===== src/rtl/divprog_pkg.sv =====
`timescale 1ns/1ps
// Package: divprog_pkg
// Shared widths and defaults for the serial divider program register.
// Assumes the program count is sent before the swallow count, MSB first.
package divprog_pkg;
    localparam int unsigned PROG_W  = 9;
    localparam int unsigned SWAL_W  = 5;
    localparam int unsigned WORD_W  = PROG_W + SWAL_W;
    localparam int unsigned PROG_MIN = 32;
    localparam int unsigned PROG_RST = 32;
    localparam int unsigned SWAL_RST = 0;

    typedef struct packed {
        logic [PROG_W-1:0] prog;
        logic [SWAL_W-1:0] swal;
    } div_word_t;
endpackage


===== src/rtl/divprog_sampler.sv =====
`timescale 1ns/1ps
// Module: divprog_sampler
// Registers the serial data, shift clock and load-enable on the local clock,
// and produces a one-cycle pulse for each rising edge of the shift clock.
// Assumes the serial lines are slow compared with clk (microsecond timing).
module divprog_sampler (
    input  logic clk,
    input  logic rst_n,
    input  logic ser_data,
    input  logic ser_clk,
    input  logic load_en,
    output logic bit_q,
    output logic shift_pulse,
    output logic load_q
);
    logic sclk_q;
    logic sclk_prev;

    // Sample the serial lines and keep one cycle of shift-clock history.
    always_ff @(posedge clk) begin
        if (!rst_n) begin
            sclk_q    <= 1'b0;
            sclk_prev <= 1'b0;
            bit_q     <= 1'b0;
            load_q    <= 1'b0;
        end else begin
            sclk_q    <= ser_clk;
            sclk_prev <= sclk_q;
            bit_q     <= ser_data;
            load_q    <= load_en;
        end
    end

    // Rising-edge detection on the sampled shift clock.
    always_comb begin
        shift_pulse = sclk_q & ~sclk_prev;
    end


    pulse_single_chk: assert property (@(posedge clk) disable iff (!rst_n)
        shift_pulse |=> !shift_pulse);
endmodule


===== src/rtl/divprog_shifter.sv =====
`timescale 1ns/1ps
// Module: divprog_shifter
// A shift register of WIDTH bits. On each shift pulse the word moves up one
// place and the new bit enters at bit 0, so the first bit sent ends up at the MSB.
// Assumes shift_pulse lasts a single cycle per serial clock edge.
module divprog_shifter #(
    parameter int unsigned WIDTH = divprog_pkg::WORD_W
) (
    input  logic             clk,
    input  logic             rst_n,
    input  logic             shift_pulse,
    input  logic             bit_in,
    output logic [WIDTH-1:0] word
);
    // Clear on reset; move one place up per shift pulse.
    always_ff @(posedge clk) begin
        if (!rst_n)
            word <= '0;
        else if (shift_pulse)
            word <= {word[WIDTH-2:0], bit_in};
    end


    idle_stable_chk: assert property (@(posedge clk) disable iff (!rst_n)
        !shift_pulse |=> $stable(word));
endmodule


===== src/rtl/divprog_hold.sv =====
`timescale 1ns/1ps
// Module: divprog_hold
// Holding register that follows the shift register on every cycle the sampled
// load-enable is high (level-sensitive transfer) and keeps its value otherwise.
// Assumes the reset word is a legal divider setting.
module divprog_hold #(
    parameter int unsigned WIDTH   = divprog_pkg::WORD_W,
    parameter logic [WIDTH-1:0] RST_WORD = '0
) (
    input  logic             clk,
    input  logic             rst_n,
    input  logic             load_q,
    input  logic [WIDTH-1:0] shreg,
    output logic [WIDTH-1:0] held
);
    // Load the default on reset; follow the shift register while enabled.
    always_ff @(posedge clk) begin
        if (!rst_n)
            held <= RST_WORD;
        else if (load_q)
            held <= shreg;
    end


    load_copy_chk: assert property (@(posedge clk) disable iff (!rst_n)
        load_q |=> (held == $past(shreg)));


    hold_stable_chk: assert property (@(posedge clk) disable iff (!rst_n)
        !load_q |=> $stable(held));
endmodule


===== src/rtl/divprog_serial_reg.sv =====
`timescale 1ns/1ps
// Module: divprog_serial_reg
// Top of the serial divider program register: sampler, shift register,
// holding register and field split with a range flag on the program count.
// Assumes ser_clk, ser_data and load_en each stay stable for several clk cycles.
module divprog_serial_reg #(
    parameter int unsigned PROG_W   = divprog_pkg::PROG_W,
    parameter int unsigned SWAL_W   = divprog_pkg::SWAL_W,
    parameter int unsigned PROG_MIN = divprog_pkg::PROG_MIN,
    parameter int unsigned PROG_RST = divprog_pkg::PROG_RST,
    parameter int unsigned SWAL_RST = divprog_pkg::SWAL_RST
) (
    input  logic              clk,
    input  logic              rst_n,
    input  logic              ser_data,
    input  logic              ser_clk,
    input  logic              load_en,
    output logic [PROG_W-1:0] prog_cnt,
    output logic [SWAL_W-1:0] swal_cnt,
    output logic              prog_low
);
    localparam int unsigned WORD_W = PROG_W + SWAL_W;
    localparam logic [WORD_W-1:0] RST_WORD =
        {PROG_W'(PROG_RST), SWAL_W'(SWAL_RST)};

    logic              bit_q;
    logic              shift_pulse;
    logic              load_q;
    logic [WORD_W-1:0] shreg;
    logic [WORD_W-1:0] held;

    divprog_sampler u_sampler (
        .clk        (clk),
        .rst_n      (rst_n),
        .ser_data   (ser_data),
        .ser_clk    (ser_clk),
        .load_en    (load_en),
        .bit_q      (bit_q),
        .shift_pulse(shift_pulse),
        .load_q     (load_q)
    );

    divprog_shifter #(.WIDTH(WORD_W)) u_shifter (
        .clk        (clk),
        .rst_n      (rst_n),
        .shift_pulse(shift_pulse),
        .bit_in     (bit_q),
        .word       (shreg)
    );

    divprog_hold #(.WIDTH(WORD_W), .RST_WORD(RST_WORD)) u_hold (
        .clk   (clk),
        .rst_n (rst_n),
        .load_q(load_q),
        .shreg (shreg),
        .held  (held)
    );

    // Split the held word: program count in the upper bits, swallow below.
    always_comb begin
        prog_cnt = held[WORD_W-1:SWAL_W];
        swal_cnt = held[SWAL_W-1:0];
        prog_low = (32'(prog_cnt) < PROG_MIN);
    end


    reset_value_chk: assert property (@(posedge clk)
        !rst_n |=> (32'(prog_cnt) == PROG_RST && 32'(swal_cnt) == SWAL_RST && !prog_low));
endmodule


===== config.mk =====
export PLATFORM = sky130hd
export DESIGN_NAME = divprog_serial_reg
export DESIGN_NICKNAME = d
export VERILOG_FILES = /design/src/rtl/divprog_pkg.sv /design/src/rtl/divprog_sampler.sv /design/src/rtl/divprog_shifter.sv /design/src/rtl/divprog_hold.sv /design/src/rtl/divprog_serial_reg.sv
export SDC_FILE = /design/constraint.sdc
export NUM_CORES = 1
export LEC_CHECK = 0
export BUFFER_PORTS_ARGS = -buffer_cell sky130_fd_sc_hd__buf_2
export CORE_UTILIZATION = 40
export CTS_BUF_LIST = sky130_fd_sc_hd__clkbuf_16
export DETAILED_ROUTE_END_ITERATION = 10
export GPL_TIMING_DRIVEN = 0
export RECOVER_POWER = 100
export SLEW_MARGIN = 0
export SYNTH_ARGS = -nofsm -noshare
export SYNTH_HDL_FRONTEND = slang
export SYNTH_HIERARCHICAL = 1
export SYNTH_SLANG_ARGS = --single-unit

===== constraint.sdc =====
create_clock -name clk -period 1 [get_ports clk]
set_input_delay 0.1 -clock clk [delete_from_list [all_inputs] [get_ports clk]]
set_output_delay 0.1 -clock clk [all_outputs]
set_load 0.1 [all_outputs]

==> results of run 1 <==
metrics by stage:
stage	setup WS, ns	area, sq um	std cells	setup TNS, ns
final	-0.231	1640	162	-1.42
after global placement	-0.136	1380	150	-0.776
after global routing	-0.277	1640	162	-2.77
after CTS	-0.247	1650	161	-1.38
after detailed placement	-0.139	1380	150	-0.898
after floorplan	-0.676	1250	100	-0.797
layout by cell type (no fill, tap or decap):
cell type | Yosys | layout
mux2i_1 | 28 | 28
nor2b_1 | 28 | 27
dfxtp_1 | 32 | 21
buf_4 | 0 | 10
buf_6 | 2 | 9
dfxtp_2 | 0 | 9
clkbuf_16 | 0 | 5
buf_2 | 0 | 4
and2_1 | 4 | 4
clkbuf_1 | 2 | 3
buf_12 | 2 | 3
dfxtp_4 | 0 | 2
nor4_4 | 0 | 1
clkinv_2 | 0 | 1
bufinv_16 | 0 | 1
inv_1 | 0 | 1
nand2_1 | 1 | 1
nor2b_4 | 0 | 1
logic make-up after synthesis:
kind of cell / synth area share [%]
buffers and inverters: 5.80
multiplexers: 23.2
AND/OR/NAND/NOR: 17.9
flip-flops: 53.1
final cells by class:
| cell class | instances | area (sq um) | area share [%] |
|---|---|---|---|
| plain buffers | 5 | 46.3 | 2.82 |
| clock buffers | 5 | 125 | 7.62 |
| clock inverters | 3 | 38.8 | 2.36 |
| multi-input cells | 62 | 513 | 31.2 |
| flip-flops and latches | 32 | 659 | 40.1 |
| well taps | 31 | 38.8 | 2.36 |
| repair buffers | 24 | 221 | 13.5 |
timing repair:
| action | in CTS | in global routing |
|---|---|---|
| hold endpoints to repair | 0 | 0 |
| gates cloned | 1 | 0 |
| gates resized for setup | 20 | 4 |
| pin swaps | 1 | 0 |
| setup endpoints to repair | 25 | 21 |
| buffers inserted | 2 | 3 |
final timing paths:
check                               startpoint                              to  cells after the start
setup / recovery  u_hold/held[13]$_SDFFE_PN0P_                        prog_low                      2
hold / removal                         load_en     u_sampler/load_q$_SDFF_PN0_                      2
setup reg to reg   u_sampler/sclk_q$_SDFF_PN0_  u_shifter/word[3]$_SDFFE_PN0P_                      6
hold reg to reg    u_sampler/sclk_q$_SDFF_PN0_  u_sampler/sclk_prev$_SDFF_PN0_                      1
synthesized netlist by cell type:
master	number
dfxtp_1	32
mux2i_1	28
nor2b_1	28
and2_1	4
buf_12	2
buf_6	2
clkbuf_1	2
nand2_1	1
nor4_2	1
flip-flops by register name, indices dropped and copies added, names as in the netlist:
name and cells:
u_hold/held 14, u_sampler/bit_q 1, u_sampler/load_q 1, u_sampler/sclk_prev 1, u_sampler/sclk_q 1, u_shifter/word 14
power groups by stage:
stage / registers (uW) / logic [uW] / clock network, uW
CTS: 1290 / 224 / 1690
global route: 1290 / 232 / 1760
detailed placement: 1320 / 191 / 0
floorplan: 1340 / 133 / 0
finish: 1290 / 218 / 1650
global placement: 1320 / 190 / 0
layer usage:
metal / track usage [%] / wire length (microns) / up-vias
li1: - / - / 389
met4: 10.5 / 38 / 0
met5: 0 / 0 / -
met1: 17.8 / 972 / 335
met2: 19.8 / 869 / 15
met3: 5.44 / 87 / 4
==> results.json, run 1 <==
{
  "critPathMaxStageDelay_ns": 0.33,
  "clockRootBuffer": "clkbuf_16",
  "clk_latency_ns": 0.27,
  "power.density_nw_per_um2": 1920,
  "comb_power_share_pct": 6.9,
  "n_antenna_cell": 0,
  "power_frac_clock_pct": 52.1,
  "grt_start_max_net_pins": 15,
  "core_sq_um": 2810,
  "cts_num_sinks": 32,
  "cp-start-kind": "register",
  "slew_headroom_pct": 67.9,
  "vias": 743,
  "numCtsBuffers": 5,
  "drt-total-wl_mm": 1.97,
  "seqPwrFrac_pct": 41.0,
  "dr.pass1.iters": 7,
  "rsz0062_at_grt": "true",
  "grt-ovfl-total": 0,
  "ios": 20,
  "finalHoldViolCount": 0,
  "final_nets": 135,
  "peakVddDrop_uv": 1240,
  "post-route-drc-count": 4,
  "power_uw": 3160,
  "postCtsHoldBufs": 0,
  "die_w_microns": 56.9,
  "ys_seq_elements": 32,
  "grt_pass1_wl_mm": 3.42,
  "worst_pin_slew_ns": 0.484,
  "cts_tree": "done",
  "finalMaxSlewViolations": 0,
  "fin_crit_sh_pct": 123,
  "outcome": "finished, violations left",
  "syn-num-nets": 105,
  "syn_area_sq_um": 1210,
  "required_ns": 0.90,
  "crit_fanout": 3,
  "drt.antenna.violating_nets": 0,
  "skew_ns": 0.00442,
  "syn_area_per_cell_sq_um": 12.1,
  "critical_path_class": "register to primary output",
  "path_buf_inv": 1,
  "netlist.area_leader.share_pct": 53.1,
  "drt_iter0_drc": 16,
  "cap_violations": 0,
  "postLayoutCoreUtil_pct": 58.6,
  "arrival_ns": 1.13,
  "r2r_slack_ns": -0.13,
  "intPower_uw": 2550,
  "yosysWarnings": 6,
  "worst_slack_ns": -0.231,
  "critical_path.top_delay_family": "flip-flops",
  "cp_slowest_cell": "dfxtp_2",
  "fmax_mhz": 812,
  "gp_congestion": 0.650,
  "dp_hpwl_mm": 1.23,
  "port_buffers": 19,
  "n_fill_cell": 241,
  "avgViaCountPerCell": 4.59,
  "cts_buffer_depth": 2,
  "min_path_type": "primary input to register",
  "drive_gt1_share_pct": 35.1,
  "syn_to_final_growth_pct": 36.1,
  "netlist.top_cell.by_area": "dfxtp_1",
  "die_h_microns": 56.9,
  "gr-usage-all-layers_pct": 14.2,
  "wire_per_inst_microns": 12.1,
  "num_rows": 19,
  "crit_chain": "nor4_4 > buf_6",
  "p_leak_uw": 0.000647,
  "sw_frac_of_total_pct": 19.2,
  "cp-end-kind": "primary output",
  "dieArea_sq_um": 3240,
  "grt_pass1_vias": 754,
  "whs_ns": 0.0298,
  "htree_levels": 2,
  "finalSetupViolations": 16,
  "clk_pin_slew_ns": 0.05,
  "initial_utilization_pct": 43.0,
  "ys_seq_area_share_pct": 53.1,
  "violations": "DRC, setup timing",
  "synth.area.top_cells": "dfxtp_1, mux2i_1, nor2b_1",
  "netlist_instances": 100,
  "synth_cell_types": 9,
  "switchingPower_uw": 607,
  "period_minus_slack_ns": 1.23,
  "antenna_found_initial": 0
}
Power figures use the tool's default switching activity.
==> run 2: changes to the inputs <==
clock period = 1.5 ns   (was 1 ns; I/O delays follow)
==> run 2 against run 1 <==
The run ends with DRC left. Non-clock buffer count down 4. First-iteration DRC count decreased by 31%. Via count shrank 3.9%. Clock-buffer cell count unchanged. Clock skew fell by 0.00069 ns. Largest cell class unchanged. Highest routed layer unchanged.
==> results.json, run 2 (same netlist as run 1, synthesis figures left out) <==
{
  "finalHoldViolCount": 0,
  "dr_wl_met3_microns": 80,
  "core_sq_um": 2810,
  "num_rows": 19,
  "postCtsHoldBufs": 0,
  "gr-usage-all-layers_pct": 14.1,
  "rsz0062_at_grt": "false",
  "drive_gt1_share_pct": 24.4,
  "cts_num_sinks": 32,
  "finalMaxSlewViolations": 0,
  "slew_headroom_pct": 64.2,
  "final_cell_mix": "dfxtp_1, mux2i_1, nor2b_1, clkbuf_2",
  "arrival_ns": 1.23,
  "drt-total-wl_mm": 1.90,
  "dp_hpwl_mm": 1.25,
  "drt-met1-wl_microns": 994,
  "p_leak_uw": 0.000573,
  "crit_chain": "nor4_4 > clkbuf_4",
  "fmax_mhz": 724,
  "required_ns": 1.35,
  "initial_utilization_pct": 43.0,
  "final_nets": 131,
  "grt_pass1_wl_mm": 3.35,
  "critical_path_class": "register to primary output",
  "grt_pass1_vias": 685,
  "power.density_nw_per_um2": 1290,
  "power_uw": 1910,
  "grt-ovfl-total": 0,
  "placed_area_sq_um": 1360,
  "gp_congestion": 0.660,
  "clk_latency_ns": 0.27,
  "drt_iter0_drc": 11,
  "cp_slowest_cell": "clkbuf_4",
  "crit_fanout": 3,
  "period_minus_slack_ns": 1.38,
  "numCtsBuffers": 5,
  "wire_per_inst_microns": 12.0,
  "finalSetupViolations": 0,
  "peakVddDrop_uv": 1220,
  "wl_met2_microns": 799,
  "worst_pin_slew_ns": 0.540,
  "die_w_microns": 56.9,
  "cts_buffer_depth": 2,
  "grt_start_max_net_pins": 15,
  "dr.pass1.iters": 7,
  "antenna_found_initial": 0,
  "final_common_cell": "dfxtp_1",
  "finalInstanceArea_sq_um": 1480,
  "min_path_type": "primary input to register",
  "cp-start-kind": "register",
  "die_h_microns": 56.9,
  "cp-end-kind": "primary output",
  "postLayoutCoreUtil_pct": 52.9,
  "port_buffers": 19,
  "fin_crit_sh_pct": 92.1,
  "ios": 20,
  "vias": 714,
  "largestRegisters": "u_hold/held (14), u_shifter/word (14)",
  "cap_violations": 0,
  "clockRootBuffer": "clkbuf_16",
  "drt.antenna.violating_nets": 0,
  "critPathMaxStageDelay_ns": 0.36,
  "post-route-drc-count": 2,
  "clk_pin_slew_ns": 0.05,
  "violations": "DRC",
  "n_antenna_cell": 0,
  "dieArea_sq_um": 3240,
  "postCtsSetupBuffers": 0,
  "avgViaCountPerCell": 4.52,
  "htree_levels": 2,
  "syn_to_final_growth_pct": 22.9,
  "cts_tree": "done",
  "dr.max_layer_used": "met4",
  "outcome": "finished, violations left",
  "skew_ns": 0.00373
}
==> run 2: final cells by class <==
class | count | area [sq um]
fill | 276 | 1320
sequential | 32 | 649
timing repair buffer | 19 | 96.3
clock buffer | 5 | 125
clock inverter | 3 | 13.8
tap | 31 | 38.8
buffer | 6 | 55.1
multi-input combinational | 62 | 505
==> run 2: worst paths after layout <==
check	cells past startpoint	slack, ns	startpoint	endpoint
worst max-delay path	2	0.12	u_hold/held[10]$_SDFFE_PN1P_	prog_low
worst min-delay path	2	0.08	load_en	u_sampler/load_q$_SDFF_PN0_
worst max register to register	5	0.17	u_sampler/sclk_q$_SDFF_PN0_	u_shifter/word[12]$_SDFFE_PN0P_
worst min register to register	1	0.45	u_sampler/sclk_q$_SDFF_PN0_	u_sampler/sclk_prev$_SDFF_PN0_
==> run 2: critical path: cells and delay by family, from the launching register on <==
kind	cells	cell delay, ns
buffers and inverters	1	0.36
flip-flops	1	0.34
AND/OR/NAND/NOR	1	0.26
==> run 2: per-layer routing <==
metal | up-vias | GRT usage (%)
met2 | 13 | 17.8
met5 | - | 0
li1 | 381 | -
met3 | 2 | 6.12
met1 | 318 | 19.7
met4 | 0 | 8.36
==> run 2: through the flow <==
stage                     setup TNS [ns]  hold WS (ns)  instances  setup WS (ns)
after global placement                 0         0.352        150          0.314
final                                  0        0.0809        158          0.118
after detailed placement               0         0.355        150          0.309
after global routing                   0        0.0878        158         0.0481
after CTS                              0        0.0764        158         0.0109
after floorplan                   -0.226         0.272        100         -0.226
==> run 2: report_power, final <==
group / switching [uW] / total, uW / internal [uW]
registers: 4.62 / 861 / 857
logic: 68.9 / 121 / 51.7
clock network: 329 / 929 / 600
total: 402 / 1910 / 1510
==> run 2: timing repair <==
item,in CTS,in global routing
hold endpoints to repair,0,0
endpoints found under the setup margin,0,1
resized for setup,0,1
==> run 3: changes to the inputs <==
--- a/config.mk
+++ b/config.mk
@@ -9,5 +9,6 @@
 export CORE_UTILIZATION = 40
-export CTS_BUF_LIST = sky130_fd_sc_hd__clkbuf_16
+export CTS_BUF_LIST = sky130_fd_sc_hd__clkbuf_4 sky130_fd_sc_hd__clkbuf_8
 export DETAILED_ROUTE_END_ITERATION = 10
 export GPL_TIMING_DRIVEN = 0
+export PLACE_DENSITY_LB_ADDON = 0.3
 export RECOVER_POWER = 100
==> constraint.sdc (replaced) <==
create_clock -name clk -period 1.5 [get_ports clk]
set_input_delay 0.075 -clock clk [delete_from_list [all_inputs] [get_ports clk]]
set_output_delay 0.075 -clock clk [all_outputs]
set_load 0.1 [all_outputs]
==> run 3 against run 2 <==
The run still ends with DRC left. Sequential share of layout area is 1.1 points higher. First-iteration DRC count is 36% higher. Fmax is 1.3% higher. Cell count is 1.9% higher. Total power is 14% lower. Design area is 2.3% lower. Sequential cell count stayed put. Clock skew is 0.0077 ns higher. Largest cell class unchanged. Highest routed layer unchanged.
==> results.json, run 3 (same netlist as run 1, synthesis figures left out) <==
{
  "dp_hpwl_mm": 1.24,
  "cts_num_sinks": 32,
  "initial_utilization_pct": 43.0,
  "clockRootBuffer": "clkbuf_4",
  "intPower_uw": 1280,
  "post-route-drc-count": 2,
  "drt.antenna.violating_nets": 0,
  "cp-start-kind": "register",
  "sw_frac_of_total_pct": 21.9,
  "slew_headroom_pct": 64.0,
  "cts_buffer_depth": 2,
  "post-place-ws_ns": 0.368,
  "grt_pass1_vias": 721,
  "cts_tree": "done",
  "rsz0062_at_grt": "false",
  "grt_start_max_net_pins": 15,
  "n_antenna_cell": 0,
  "avgViaCountPerCell": 4.61,
  "wire_per_inst_microns": 11.3,
  "die_h_microns": 56.9,
  "numCtsBuffers": 5,
  "crit_fanout": 3,
  "cap_violations": 0,
  "power_frac_clock_pct": 39.9,
  "outcome": "finished, violations left",
  "dr.pass1.iters": 7,
  "gp_congestion": 0.707,
  "violations": "DRC",
  "htree_levels": 2,
  "largestRegisters": "u_hold/held (14), u_shifter/word (14)",
  "final_cell_mix": "mux2i_1, nor2b_1, dfxtp_1, clkbuf_2, clkbuf_4",
  "worst_pin_slew_ns": 0.542,
  "syn_to_final_growth_pct": 20.1,
  "num_rows": 19,
  "clk_pin_slew_ns": 0.09,
  "min-delay-start": "rst_n",
  "fin_crit_sh_pct": 90.9,
  "seqPwrFrac_pct": 52.6,
  "die_w_microns": 56.9,
  "min_path_type": "primary input to register",
  "ios": 20,
  "finalMaxSlewViolations": 0,
  "dieArea_sq_um": 3240,
  "multiInputGateArea_sq_um": 505,
  "vias": 743,
  "tns_ns": 0,
  "worst_slack_ns": 0.136,
  "antenna_found_initial": 0,
  "core_sq_um": 2810,
  "clk_latency_ns": 0.33,
  "fmax_mhz": 733,
  "finalHoldViolCount": 0,
  "drt_iter0_drc": 15,
  "drive_gt1_share_pct": 26.9,
  "power.density_nw_per_um2": 1130,
  "switchingPower_uw": 358,
  "skew_ns": 0.0114,
  "peakVddDrop_uv": 684,
  "placed_area_sq_um": 1360,
  "seq_area_sq_um": 651,
  "finalInstanceArea_sq_um": 1450,
  "period_minus_slack_ns": 1.36,
  "r2r_slack_ns": 0.19,
  "final_nets": 134,
  "layoutNonFillerInstCount": 161,
  "comb_power_share_pct": 7.6,
  "whs_ns": 0.0910,
  "n_fill_cell": 274,
  "port_buffers": 19,
  "grt-ovfl-total": 0,
  "crit_start": "u_hold/held[10]$_SDFFE_PN1P_",
  "grt_pass1_wl_mm": 3.22,
  "rr_startpoint": "u_sampler/sclk_q$_SDFF_PN0_",
  "dp.cells": 150,
  "finalSetupViolations": 0,
  "critical_path_class": "register to primary output",
  "gr-usage-all-layers_pct": 13.5,
  "arrival_ns": 1.29,
  "required_ns": 1.42,
  "p_leak_uw": 0.000563,
  "drt-total-wl_mm": 1.82,
  "cp-end-kind": "primary output"
}
==> run 3: stage by stage <==
step	util, %	total power, uW
floorplan	-	981
global placement	48.6	1000
detailed placement	48.6	1000
CTS	52.5	1660
global route	51.7	1710
finish	51.7	1630
==> run 3: critical path: stages, from the launching register on <==
cell	delay (ns)
dfxtp_2	0.35
nor4_4	0.25
clkbuf_4	0.36
==> run 3: timing repair <==
item	CTS	global route
buffers inserted	0	0
endpoints found under the setup margin	0	1
resized for setup	0	1
hold buffers	3	0
endpoints found under the hold margin	3	0
==> run 3: layout make-up <==
| type | instances | share of cell area, % |
|---|---|---|
| clock inverters | 2 | 2.42 |
| clock buffers | 6 | 3.11 |
| flip-flops and latches | 32 | 44.9 |
| plain buffers | 6 | 3.28 |
| multi-input cells | 62 | 34.9 |
| well taps | 31 | 2.67 |
| repair buffers | 22 | 8.80 |
==> run 3: metal layers <==
metal | vias to the layer above | part of all wire (%) | GRT usage, %
met3 | 7 | 5.3 | 4.99
met5 | - | 0 | 0
met1 | 330 | 48 | 17.1
met4 | 0 | 3.1 | 9.41
met2 | 19 | 43 | 18.8
li1 | 387 | - | -
==> run 3: worst paths after layout <==
kind	to	cells after the start
setup reg to reg	u_shifter/word[9]$_SDFFE_PN0P_	5
hold / removal	u_hold/held[13]$_SDFFE_PN0P_	2
setup / recovery	prog_low	2
hold reg to reg	u_sampler/sclk_prev$_SDFF_PN0_	1
==> run 3: power by group through the flow <==
stage | clock network (uW) | registers [uW] | logic (uW)
after global routing | 715 | 861 | 132
after global placement | 0 | 878 | 124
after detailed placement | 0 | 879 | 125
final | 651 | 859 | 124
after floorplan | 0 | 894 | 87.0
after CTS | 674 | 859 | 131
